### src/rtl/rpbu_pkg.sv
package rpbu_pkg;

    typedef enum logic [2:0] {
        SQ_IDLE,
        SQ_HOLD,
        SQ_PWR,
        SQ_REFON,
        SQ_CLKS,
        SQ_SETTLE,
        SQ_TRAIN,
        SQ_DONE
    } seq_state_e;

    typedef enum logic [1:0] {
        RES_NONE,
        RES_LINK_OK,
        RES_LINK_FAIL,
        RES_CLK_ERR
    } result_e;

    typedef enum logic [1:0] {
        CC_IDLE,
        CC_WAIT,
        CC_UNWIND
    } chain_state_e;

    typedef struct packed {
        logic test_pd;
        logic ep_rst_n;
        logic ep_pwr;
        logic ref_en;
        logic train_en;
        logic busy;
        logic done;
        logic ok;
        logic fail;
        logic cerr;
    } pins_t;

    // Pin levels are a pure function of sequence step and stored result.
    function automatic pins_t decode_pins(seq_state_e s, result_e r);
        pins_t p;
        p          = '0;
        p.test_pd  = (s == SQ_IDLE) || (s == SQ_HOLD) || (s == SQ_PWR);
        p.ep_rst_n = !((s == SQ_IDLE) || (s == SQ_HOLD));
        p.ep_pwr   = p.ep_rst_n;
        p.ref_en   = p.ep_pwr && (s != SQ_PWR);
        p.train_en = (s == SQ_TRAIN) || ((s == SQ_DONE) && (r != RES_CLK_ERR));
        p.busy     = !((s == SQ_IDLE) || (s == SQ_DONE));
        p.done     = (s == SQ_DONE);
        p.ok       = p.done && (r == RES_LINK_OK);
        p.fail     = p.done && (r == RES_LINK_FAIL);
        p.cerr     = p.done && (r == RES_CLK_ERR);
        return p;
    endfunction

endpackage

### src/rtl/rpbu_timer.sv
module rpbu_timer #(
    parameter int unsigned W = 8
) (
    input  logic         clk,
    input  logic         rst,
    input  logic         run,
    input  logic [W-1:0] limit,
    output logic         hit
);
    logic [W-1:0] cnt_q;

    always_ff @(posedge clk) begin
        if (rst || !run) cnt_q <= '0;
        else             cnt_q <= cnt_q + W'(1);
    end

    assign hit = run && (cnt_q == limit - W'(1));

endmodule

### src/rtl/rpbu_clk_chain.sv
module rpbu_clk_chain import rpbu_pkg::*; #(
    parameter int unsigned N_CLK   = 4,
    parameter int unsigned ACK_TMO = 64
) (
    input  logic             clk,
    input  logic             rst,
    input  logic             clr,
    input  logic             go,
    input  logic [N_CLK-1:0] ack,
    output logic [N_CLK-1:0] en,
    output logic             ok,
    output logic             err
);
    localparam int unsigned IW  = (N_CLK > 1) ? $clog2(N_CLK) : 1;
    localparam int unsigned TMW = $clog2(ACK_TMO + 1);

    chain_state_e     st_q;
    logic [N_CLK-1:0] en_q;
    logic [IW-1:0]    idx_q;
    logic [TMW-1:0]   t_q;
    logic             ok_q, err_q;

    always_ff @(posedge clk) begin
        if (rst) begin
            st_q  <= CC_IDLE;
            en_q  <= '0;
            idx_q <= '0;
            t_q   <= '0;
            ok_q  <= 1'b0;
            err_q <= 1'b0;
        end else begin
            ok_q  <= 1'b0;
            err_q <= 1'b0;
            if (clr) begin
                st_q  <= CC_IDLE;
                en_q  <= '0;
                idx_q <= '0;
                t_q   <= '0;
            end else begin
                case (st_q)
                    CC_IDLE: begin
                        if (go) begin
                            st_q    <= CC_WAIT;
                            en_q[0] <= 1'b1;
                            idx_q   <= '0;
                            t_q     <= '0;
                        end
                    end
                    CC_WAIT: begin
                        if (ack[idx_q]) begin
                            t_q <= '0;
                            if (idx_q == IW'(N_CLK - 1)) begin
                                ok_q <= 1'b1;
                                st_q <= CC_IDLE;
                            end else begin
                                idx_q                <= idx_q + IW'(1);
                                en_q[idx_q + IW'(1)] <= 1'b1;
                            end
                        end else if (t_q == TMW'(ACK_TMO - 1)) begin
                            st_q <= CC_UNWIND;
                        end else begin
                            t_q <= t_q + TMW'(1);
                        end
                    end
                    CC_UNWIND: begin
                        en_q[idx_q] <= 1'b0;
                        if (idx_q == '0) begin
                            err_q <= 1'b1;
                            st_q  <= CC_IDLE;
                        end else begin
                            idx_q <= idx_q - IW'(1);
                        end
                    end
                    default: st_q <= CC_IDLE;
                endcase
            end
        end
    end

    assign en  = en_q;
    assign ok  = ok_q;
    assign err = err_q;

    AST_EN_PREFIX: assert property (@(posedge clk) disable iff (rst)
        (en_q & (en_q + N_CLK'(1))) == '0);

    AST_UNWIND_STEP: assert property (@(posedge clk) disable iff (rst)
        !clr |=> ($countones(en_q) + 1 >= $countones($past(en_q))));

endmodule

### src/rtl/rpbu_link_poll.sv
module rpbu_link_poll #(
    parameter int unsigned POLL_CYC  = 100,
    parameter int unsigned MAX_POLLS = 200,
    parameter int unsigned DBG_W     = 32
) (
    input  logic             clk,
    input  logic             rst,
    input  logic             go,
    input  logic             link_up,
    input  logic [DBG_W-1:0] dbg0_i,
    input  logic [DBG_W-1:0] dbg1_i,
    output logic             pass,
    output logic             fail,
    output logic [DBG_W-1:0] dbg0_o,
    output logic [DBG_W-1:0] dbg1_o
);
    localparam int unsigned PW = $clog2(POLL_CYC + 1);
    localparam int unsigned NW = $clog2(MAX_POLLS + 1);

    logic             run_q, pass_q, fail_q;
    logic [PW-1:0]    t_q;
    logic [NW-1:0]    n_q;
    logic [DBG_W-1:0] d0_q, d1_q;

    always_ff @(posedge clk) begin
        if (rst) begin
            run_q  <= 1'b0;
            pass_q <= 1'b0;
            fail_q <= 1'b0;
            t_q    <= '0;
            n_q    <= '0;
            d0_q   <= '0;
            d1_q   <= '0;
        end else begin
            pass_q <= 1'b0;
            fail_q <= 1'b0;
            if (go) begin
                run_q <= 1'b1;
                t_q   <= '0;
                n_q   <= '0;
                d0_q  <= '0;
                d1_q  <= '0;
            end else if (run_q) begin
                if (t_q == PW'(POLL_CYC - 1)) begin
                    t_q <= '0;
                    if (link_up) begin
                        pass_q <= 1'b1;
                        run_q  <= 1'b0;
                    end else if (n_q == NW'(MAX_POLLS - 1)) begin
                        fail_q <= 1'b1;
                        run_q  <= 1'b0;
                        d0_q   <= dbg0_i;
                        d1_q   <= dbg1_i;
                    end else begin
                        n_q <= n_q + NW'(1);
                    end
                end else begin
                    t_q <= t_q + PW'(1);
                end
            end
        end
    end

    assign pass   = pass_q;
    assign fail   = fail_q;
    assign dbg0_o = d0_q;
    assign dbg1_o = d1_q;

    AST_DBG_CLEAR_WHILE_POLL: assert property (@(posedge clk) disable iff (rst)
        run_q |-> (d0_q == '0) && (d1_q == '0));

    AST_SINGLE_RESULT: assert property (@(posedge clk) disable iff (rst)
        (pass_q || fail_q) |=> !run_q && !pass_q && !fail_q);

endmodule

### src/rtl/pcie_rp_bringup.sv
module pcie_rp_bringup import rpbu_pkg::*; #(
    parameter int unsigned CYC_PER_US = 125,
    parameter int unsigned RST_US     = 100000,
    parameter int unsigned SETTLE_US  = 200,
    parameter int unsigned POLL_US    = 100,
    parameter int unsigned MAX_POLLS  = 200,
    parameter int unsigned ACK_TMO    = 64,
    parameter int unsigned N_CLK      = 4,
    parameter int unsigned DBG_W      = 32
) (
    input  logic             clk,
    input  logic             rst,
    input  logic             start,
    input  logic [N_CLK-1:0] clk_ack,
    input  logic             link_up,
    input  logic [DBG_W-1:0] phy_dbg0_i,
    input  logic [DBG_W-1:0] phy_dbg1_i,
    output logic             test_pd_o,
    output logic             ref_clk_en_o,
    output logic             ep_rst_n_o,
    output logic             ep_pwr_en_o,
    output logic [N_CLK-1:0] clk_en_o,
    output logic             train_en_o,
    output logic             busy_o,
    output logic             done_o,
    output logic             link_ok_o,
    output logic             link_fail_o,
    output logic             clk_err_o,
    output logic [DBG_W-1:0] phy_dbg0_o,
    output logic [DBG_W-1:0] phy_dbg1_o
);
    localparam int unsigned RST_CYC    = RST_US * CYC_PER_US;
    localparam int unsigned SETTLE_CYC = SETTLE_US * CYC_PER_US;
    localparam int unsigned POLL_CYC   = POLL_US * CYC_PER_US;
    localparam int unsigned LONGEST    = (RST_CYC > SETTLE_CYC) ? RST_CYC : SETTLE_CYC;
    localparam int unsigned TW         = $clog2(LONGEST + 1);

    seq_state_e st_q, st_d;
    result_e    res_q, res_d;
    pins_t      pins;

    logic          start_acc;
    logic          tmr_run, tmr_hit;
    logic [TW-1:0] tmr_lim;
    logic          chain_ok, chain_err;
    logic          poll_go, poll_pass, poll_fail;

    assign start_acc = start && ((st_q == SQ_IDLE) || (st_q == SQ_DONE));
    assign tmr_run   = (st_q == SQ_HOLD) || (st_q == SQ_SETTLE);
    assign tmr_lim   = (st_q == SQ_HOLD) ? TW'(RST_CYC) : TW'(SETTLE_CYC);
    assign poll_go   = (st_q == SQ_SETTLE) && tmr_hit;

    rpbu_timer #(.W(TW)) u_timer (
        .clk   (clk),
        .rst   (rst),
        .run   (tmr_run),
        .limit (tmr_lim),
        .hit   (tmr_hit)
    );

    rpbu_clk_chain #(.N_CLK(N_CLK), .ACK_TMO(ACK_TMO)) u_chain (
        .clk (clk),
        .rst (rst),
        .clr (start_acc),
        .go  (st_q == SQ_REFON),
        .ack (clk_ack),
        .en  (clk_en_o),
        .ok  (chain_ok),
        .err (chain_err)
    );

    rpbu_link_poll #(.POLL_CYC(POLL_CYC), .MAX_POLLS(MAX_POLLS), .DBG_W(DBG_W)) u_poll (
        .clk     (clk),
        .rst     (rst),
        .go      (poll_go),
        .link_up (link_up),
        .dbg0_i  (phy_dbg0_i),
        .dbg1_i  (phy_dbg1_i),
        .pass    (poll_pass),
        .fail    (poll_fail),
        .dbg0_o  (phy_dbg0_o),
        .dbg1_o  (phy_dbg1_o)
    );

    always_comb begin
        st_d  = st_q;
        res_d = res_q;
        case (st_q)
            SQ_IDLE, SQ_DONE: begin
                if (start_acc) begin
                    st_d  = SQ_HOLD;
                    res_d = RES_NONE;
                end
            end
            SQ_HOLD:   if (tmr_hit) st_d = SQ_PWR;
            SQ_PWR:    st_d = SQ_REFON;
            SQ_REFON:  st_d = SQ_CLKS;
            SQ_CLKS: begin
                if (chain_ok) begin
                    st_d = SQ_SETTLE;
                end else if (chain_err) begin
                    st_d  = SQ_DONE;
                    res_d = RES_CLK_ERR;
                end
            end
            SQ_SETTLE: if (tmr_hit) st_d = SQ_TRAIN;
            SQ_TRAIN: begin
                if (poll_pass) begin
                    st_d  = SQ_DONE;
                    res_d = RES_LINK_OK;
                end else if (poll_fail) begin
                    st_d  = SQ_DONE;
                    res_d = RES_LINK_FAIL;
                end
            end
            default: st_d = SQ_IDLE;
        endcase
    end

    always_ff @(posedge clk) begin
        if (rst) begin
            st_q  <= SQ_IDLE;
            res_q <= RES_NONE;
        end else begin
            st_q  <= st_d;
            res_q <= res_d;
        end
    end

    assign pins         = decode_pins(st_q, res_q);
    assign test_pd_o    = pins.test_pd;
    assign ref_clk_en_o = pins.ref_en;
    assign ep_rst_n_o   = pins.ep_rst_n;
    assign ep_pwr_en_o  = pins.ep_pwr;
    assign train_en_o   = pins.train_en;
    assign busy_o       = pins.busy;
    assign done_o       = pins.done;
    assign link_ok_o    = pins.ok;
    assign link_fail_o  = pins.fail;
    assign clk_err_o    = pins.cerr;

    AST_RST_LOW_QUIET: assert property (@(posedge clk) disable iff (rst)
        !ep_rst_n_o |-> test_pd_o && !ref_clk_en_o && !train_en_o);

    AST_CLK_NEEDS_REF: assert property (@(posedge clk) disable iff (rst)
        (|clk_en_o) |-> ref_clk_en_o && ep_pwr_en_o);

    AST_TRAIN_ALL_CLKS: assert property (@(posedge clk) disable iff (rst)
        train_en_o |-> (&clk_en_o));

    AST_ONE_OUTCOME: assert property (@(posedge clk) disable iff (rst)
        done_o |-> ($countones({link_ok_o, link_fail_o, clk_err_o}) == 1));

    AST_NO_REENTRY: assert property (@(posedge clk) disable iff (rst)
        (busy_o && (st_q != SQ_HOLD)) |=> (st_q != SQ_HOLD));

endmodule

### config.mk
export PLATFORM = sky130hd
export DESIGN_NAME = pcie_rp_bringup
export DESIGN_NICKNAME = d
export VERILOG_FILES = /design/src/rtl/rpbu_pkg.sv /design/src/rtl/rpbu_timer.sv /design/src/rtl/rpbu_clk_chain.sv /design/src/rtl/rpbu_link_poll.sv /design/src/rtl/pcie_rp_bringup.sv
export SDC_FILE = /design/constraint.sdc
export NUM_CORES = 1
export LEC_CHECK = 0
export BUFFER_PORTS_ARGS = -buffer_cell sky130_fd_sc_hd__buf_2
export CAP_MARGIN = 40
export CORE_MARGIN = 2
export CORE_UTILIZATION = 43
export CTS_BUF_LIST = sky130_fd_sc_hd__clkbuf_4 sky130_fd_sc_hd__clkbuf_8
export DETAILED_ROUTE_END_ITERATION = 7
export PLACE_DENSITY = 0.67
export SYNTH_ARGS = -nofsm -noshare
export SYNTH_HDL_FRONTEND = slang
export SYNTH_SLANG_ARGS = --single-unit
### constraint.sdc
create_clock -name clk -period 3.61 [get_ports clk]
set_input_delay 0.722 -clock clk [delete_from_list [all_inputs] [get_ports clk]]
set_output_delay 0.722 -clock clk [all_outputs]
set_load 0.1 [all_outputs]
==> results.yml, run 1 <==
cells_and_area:
  antenna_cells: 0
  regArea_um2: 2700
  multi_input_area_um2: 3030
  final_util: 0.532
  final_cells: 1040
  area_growth_pct: 21.4
  fillCellCount: 1351
  final_area_um2: 7330
  fin_nets: 931
  drive_gt1_frac: 0.306
worst_setup_path:
  crit_required_ns: 3.91
  path_class: "flop to flop"
  setup.worst_path.end_class: "flop"
  reg2reg_depth: 6
  path_max_fanout: 64
  start_kind: "flop"
  arrival_ns: 3.05
sta:
  fin_crit_ns: 2.75
  slew_headroom: 0.454
  rsz0062_at_grt: "false"
  tightest_slew_ns: 0.818
  fin_skew_ns: 0.0124
  fin_tns_setup_ns: 0
  hold_violations: 0
  slew_violations: 0
  fin_crit_sh: 0.760
  setup_viol_count_final: 0
  fmax_mhz: 364
place:
  routabilityCongestion: 0.859
  dp_cells: 1008
  port-buffer-count: 149
  dpl-instance-area_um2: 6840
  dp_hpwl_um: 8980
yosys:
  yosys-top-cells-area: "dfxtp_1, nand2_1, a21oi_1"
  synth_top_area_frac: 0.448
  synthCells: 713
  async_flop_share: 0
  synth_ff_type: "dfxtp_1"
  synth_edf_count: 0
  ys_seq_area_frac: 0.448
  yosysWarningCount: 0
  synth.most_common_cell: "dfxtp_1"
  yosys.area.top_type: "dfxtp_1"
  netlist-cell-type-count: 58
  synth_seq_cells: 135
  avgSynthCellArea_um2: 8.46
  synth_common_cells: "dfxtp_1, nand2_1, nor2_1"
  syn_area_um2: 6030
  synth_nets: 797
hold_path:
  min_path_cells: 2
  hp-class: "flop to flop"
detailed_routing:
  drtPass1Iterations: 4
  drtIter0Drc: 228
  ant_nets: 0
  routedWlPerCell_um: 12.4
  drc: 0
  vias: 5113
  viasPerCell: 4.92
  drt_wl_total_um: 12900
floorplanning:
  start_util: 0.438
  die-area_um2: 15000
  rows: 43
  die_w_um: 122
  design.core.area_um2: 13800
  die_h_um: 122
  num_io_pins: 150
clock_tree:
  clkTransAtPathRegs_ns: 0.08
  cts_tree: "done"
  hold_buffers: 0
  numCtsBuffers: 17
  cts.sinks: 135
  cts_root_buf: "clkbuf_8"
  cts.repair.resized: 0
  cts_max_path_buffers: 2
  clock_latency_ns: 0.43
  postCtsSetupBuffers: 0
  htreeDepth: 4
grt:
  gr-total-overflow: 0
  grt_max_degree: 65
  grt_use_total: 0.177
  grt_pass1_vias: 4825
  grt_pass1_wl_um: 21400
  antenna_found_initial: 0
power_and_ir_drop:
  power_mw: 3.11
  powerDensity_nw_per_um2: 425
  ir_drop_uv: 201
  leakage_nw: 2.74
job:
  cap_violations: 0
outcome:
  status: "finished, final reports clean"
cell families after synthesis:
logic type               after synthesis  share of synthesized area
XOR/XNOR                              42                     0.0610
flip-flops                           135                      0.448
buffers and inverters                 60                     0.0518
multiplexers                           4                    0.00871
AND/OR/NAND/NOR                      346                      0.282
AO/OA/AOI/OAI                        114                      0.123
adder cells (fa/ha/maj)               12                     0.0249
worst paths after layout:
| check | startpoint | end | slack, ns |
|---|---|---|---|
| setup / recovery | u_poll.t_q[9] | u_poll.dbg0_o[23] | 0.86 |
| hold / removal | u_poll.dbg0_o[27] | u_poll.dbg0_o[27] | 0.45 |
| setup reg to reg | u_poll.t_q[9] | u_poll.dbg0_o[23] | 0.86 |
| hold reg to reg | u_poll.dbg0_o[27] | u_poll.dbg0_o[27] | 0.45 |
stage by stage:
stage	hold slack, ns	setup slack, ns
after floorplan	0.418	-0.168
after global placement	0.432	0.922
after detailed placement	0.439	0.885
after CTS	0.450	0.859
after global routing	0.470	0.736
final	0.448	0.865
critical path, stage by stage (launching register included):
cell and delay [ns]:
dfxtp_1 0.35, or4b_4 0.56, or4_4 0.58, or3b_2 0.48, buf_4 0.38, nand2_1 0.17
a21oi_1 0.08
sequential cells by signal, summed over array words and instances, names as in the netlist:
signal,cells
u_chain.ok,1
u_timer.cnt_q,24
u_chain.en,4
u_chain.err,1
u_poll.n_q,8
u_chain.t_q,7
u_poll.pass,1
u_poll.dbg1_o,32
res_q,2
u_poll.t_q,14
u_poll.fail,1
st_q,3
u_poll.run_q,1
u_chain.st_q,2
u_poll.dbg0_o,32
u_chain.idx_q,2
layout make-up:
type                       count  area share
clock buffer                  20      0.0367
clock inverter                12      0.0304
inverter                      20      0.0102
multi-input combinational    518       0.413
sequential                   135       0.369
tap                          180      0.0307
timing repair buffer         155       0.110
cells in the final DEF, fill, tap and decap left out, drive strengths merged, types with 3 or more instances in the layout:
master	count
and3	5
mux2i	3
clkinv	4
a21oi	84
or2	6
or4b	3
clkbuf	20
inv	20
nand2b	3
o21ai	10
nand3b	5
or4	5
nand3	27
nand2	161
nor4	12
ha	12
a311oi	3
nor3b	6
nand4	7
a211oi	3
nor2	63
xor2	16
buf	155
nor3	21
bufinv	6
or3	7
dfxtp	135
xnor2	26
routing by layer:
layer | vias to the layer above | track usage | part of all wire
li1 | 2680 | - | -
met5 | - | 0 | 0
met3 | 10 | 0.0599 | 0.043
met2 | 90 | 0.287 | 0.48
met4 | 0 | 0.0704 | 0.012
met1 | 2333 | 0.215 | 0.46
power breakdown:
part,internal (mW),switching [mW]
sequential,1.49,0.00473
clock,0.937,0.575
combinational,0.0409,0.0624
(Power assumes the default switching activity.)
==> run 2, diff against run 1 <==
PLACE_DENSITY = 0.69   (was 0.67)
clock period = 2.5 ns   (was 3.61 ns; I/O delays follow)
==> results.yml, run 2 (synthesis results as in run 1) <==
sta:
  fin_crit_ns: 2.39
  tightest_slew_ns: 0.513
  rsz0062_at_grt: "false"
  fin_skew_ns: 0.0124
  slew_violations: 0
  hold_violations: 0
  fin_crit_sh: 0.958
  setup_viol_count_final: 0
  fmax_mhz: 418
  fin_tns_setup_ns: 0
  slew_headroom: 0.661
cells_and_area:
  area_growth_pct: 23.7
  mostFrequentLayoutCells: "buf_2, dfxtp_1, nand2_1"
  fillCellCount: 1332
  multi_input_area_um2: 3060
  final_common_cell: "buf_2"
  regArea_um2: 2700
  drive_gt1_frac: 0.327
  fin_nets: 950
  final_cells: 1059
  antenna_cells: 0
  final_util: 0.542
  final_area_um2: 7460
outcome:
  status: "finished, final reports clean"
power_and_ir_drop:
  netSwitchingFraction: 0.257
  switchingPower_mw: 1.02
  power_frac_comb: 0.040
  ir_drop_uv: 326
  seqPwrFrac: 0.542
  powerDensity_nw_per_um2: 532
  p_int_mw: 2.95
  clkPwrFrac: 0.417
  leakage_nw: 2.81
  power_mw: 3.97
clock_tree:
  clock_latency_ns: 0.44
  cts_max_path_buffers: 2
  htreeDepth: 4
  postCtsSetupBuffers: 0
  cts.sinks: 135
  clkTransAtPathRegs_ns: 0.09
  cts_tree: "done"
  numCtsBuffers: 17
  cts_root_buf: "clkbuf_8"
grt:
  met1_usage: 0.224
  grt_max_degree: 64
  grt_use_total: 0.180
  grt_pass1_wl_um: 22100
  use_met2: 0.299
  antenna_found_initial: 0
  gr-total-overflow: 0
  grt.busiest_layer: "met2"
  met3_usage: 0.0530
  grt_pass1_vias: 4955
worst_setup_path:
  crit_required_ns: 2.81
  setup.worst_path.end_class: "flop"
  path_class: "flop to flop"
  start_kind: "flop"
  path_max_fanout: 27
  arrival_ns: 2.71
hold_path:
  hp-class: "input pin to flop"
detailed_routing:
  drt_wl_total_um: 13800
  routedWlPerCell_um: 13.0
  drtPass1Iterations: 4
  ant_nets: 0
  viasPerCell: 4.97
  drc: 0
  vias: 5265
  drtIter0Drc: 263
floorplanning:
  die-area_um2: 15000
  die_h_um: 122
  start_util: 0.438
  num_io_pins: 150
  design.core.area_um2: 13800
  die_w_um: 122
  rows: 43
place:
  dpl-instance-area_um2: 7040
  routabilityCongestion: 0.856
  port-buffer-count: 149
  dp_hpwl_um: 9410
  dp_cells: 1025
job:
  cap_violations: 0
## run 2: cell count changes in the layout (fill, tap and decap cells not counted), sizes merged
cell and change:
clkinvlp +1, inv +7, bufinv -6, clkbuf +2, buf +15
## run 2: layout make-up
cell class,count,share of cell area
Clock buffer,18,0.0332
Clock inverter,14,0.0151
Inverter,20,0.0106
Multi-Input combinational cell,518,0.410
Sequential cell,135,0.362
Tap cell,180,0.0302
Timing Repair Buffer,174,0.138
## run 2: path summary, 6_finish.rpt
path                startpoint                 to  slack (ns)  depth (start not counted)
min             phy_dbg1_i[10]  u_poll.dbg1_o[10]        0.29                          3
max reg2reg      u_poll.t_q[9]  u_poll.dbg0_o[26]        0.11                          6
min reg2reg  u_poll.dbg0_o[22]  u_poll.dbg0_o[22]        0.45                          2
max              u_poll.t_q[9]  u_poll.dbg0_o[26]        0.11                          6
## run 2: through the flow
stage	hold slack, ns	worst slack, ns
global route	0.276	0.00173
floorplan	0.418	-0.242
finish	0.291	0.106
global placement	0.433	0.0810
CTS	0.266	0.0206
detailed placement	0.439	0.0408
## run 2: power groups by stage
stage	clock (mW)	combinational [mW]	sequential, mW
after floorplan	0	0.0820	2.20
after global placement	0	0.160	2.20
after detailed placement	0	0.160	2.21
after CTS	1.71	0.161	2.15
after global routing	1.80	0.177	2.16
final	1.66	0.160	2.15
## run 2: what timing repair did
item / 4_1_cts / 5_1_grt
gates cloned: 0 / 2
endpoints found under the setup margin: 1 / 45
endpoints found under the hold margin: 0 / 0
hold buffers: 0 / 0
gates resized for setup: 1 / 5
## run 2: per-layer routing
layer	share of wire	vias to the layer above
li1	-	2720
met1	0.47	2428
met2	0.48	96
met3	0.040	21
met4	0.013	0
met5	0	-
## run 2: worst max-delay path, stage by stage, from the launching register on
cell and delay (ns):
dfxtp_1 0.32, or4b_4 0.54, or4_4 0.57, or3b_4 0.47, clkbuf_16 0.23, nand2_1 0.09, a21oi_1 0.05
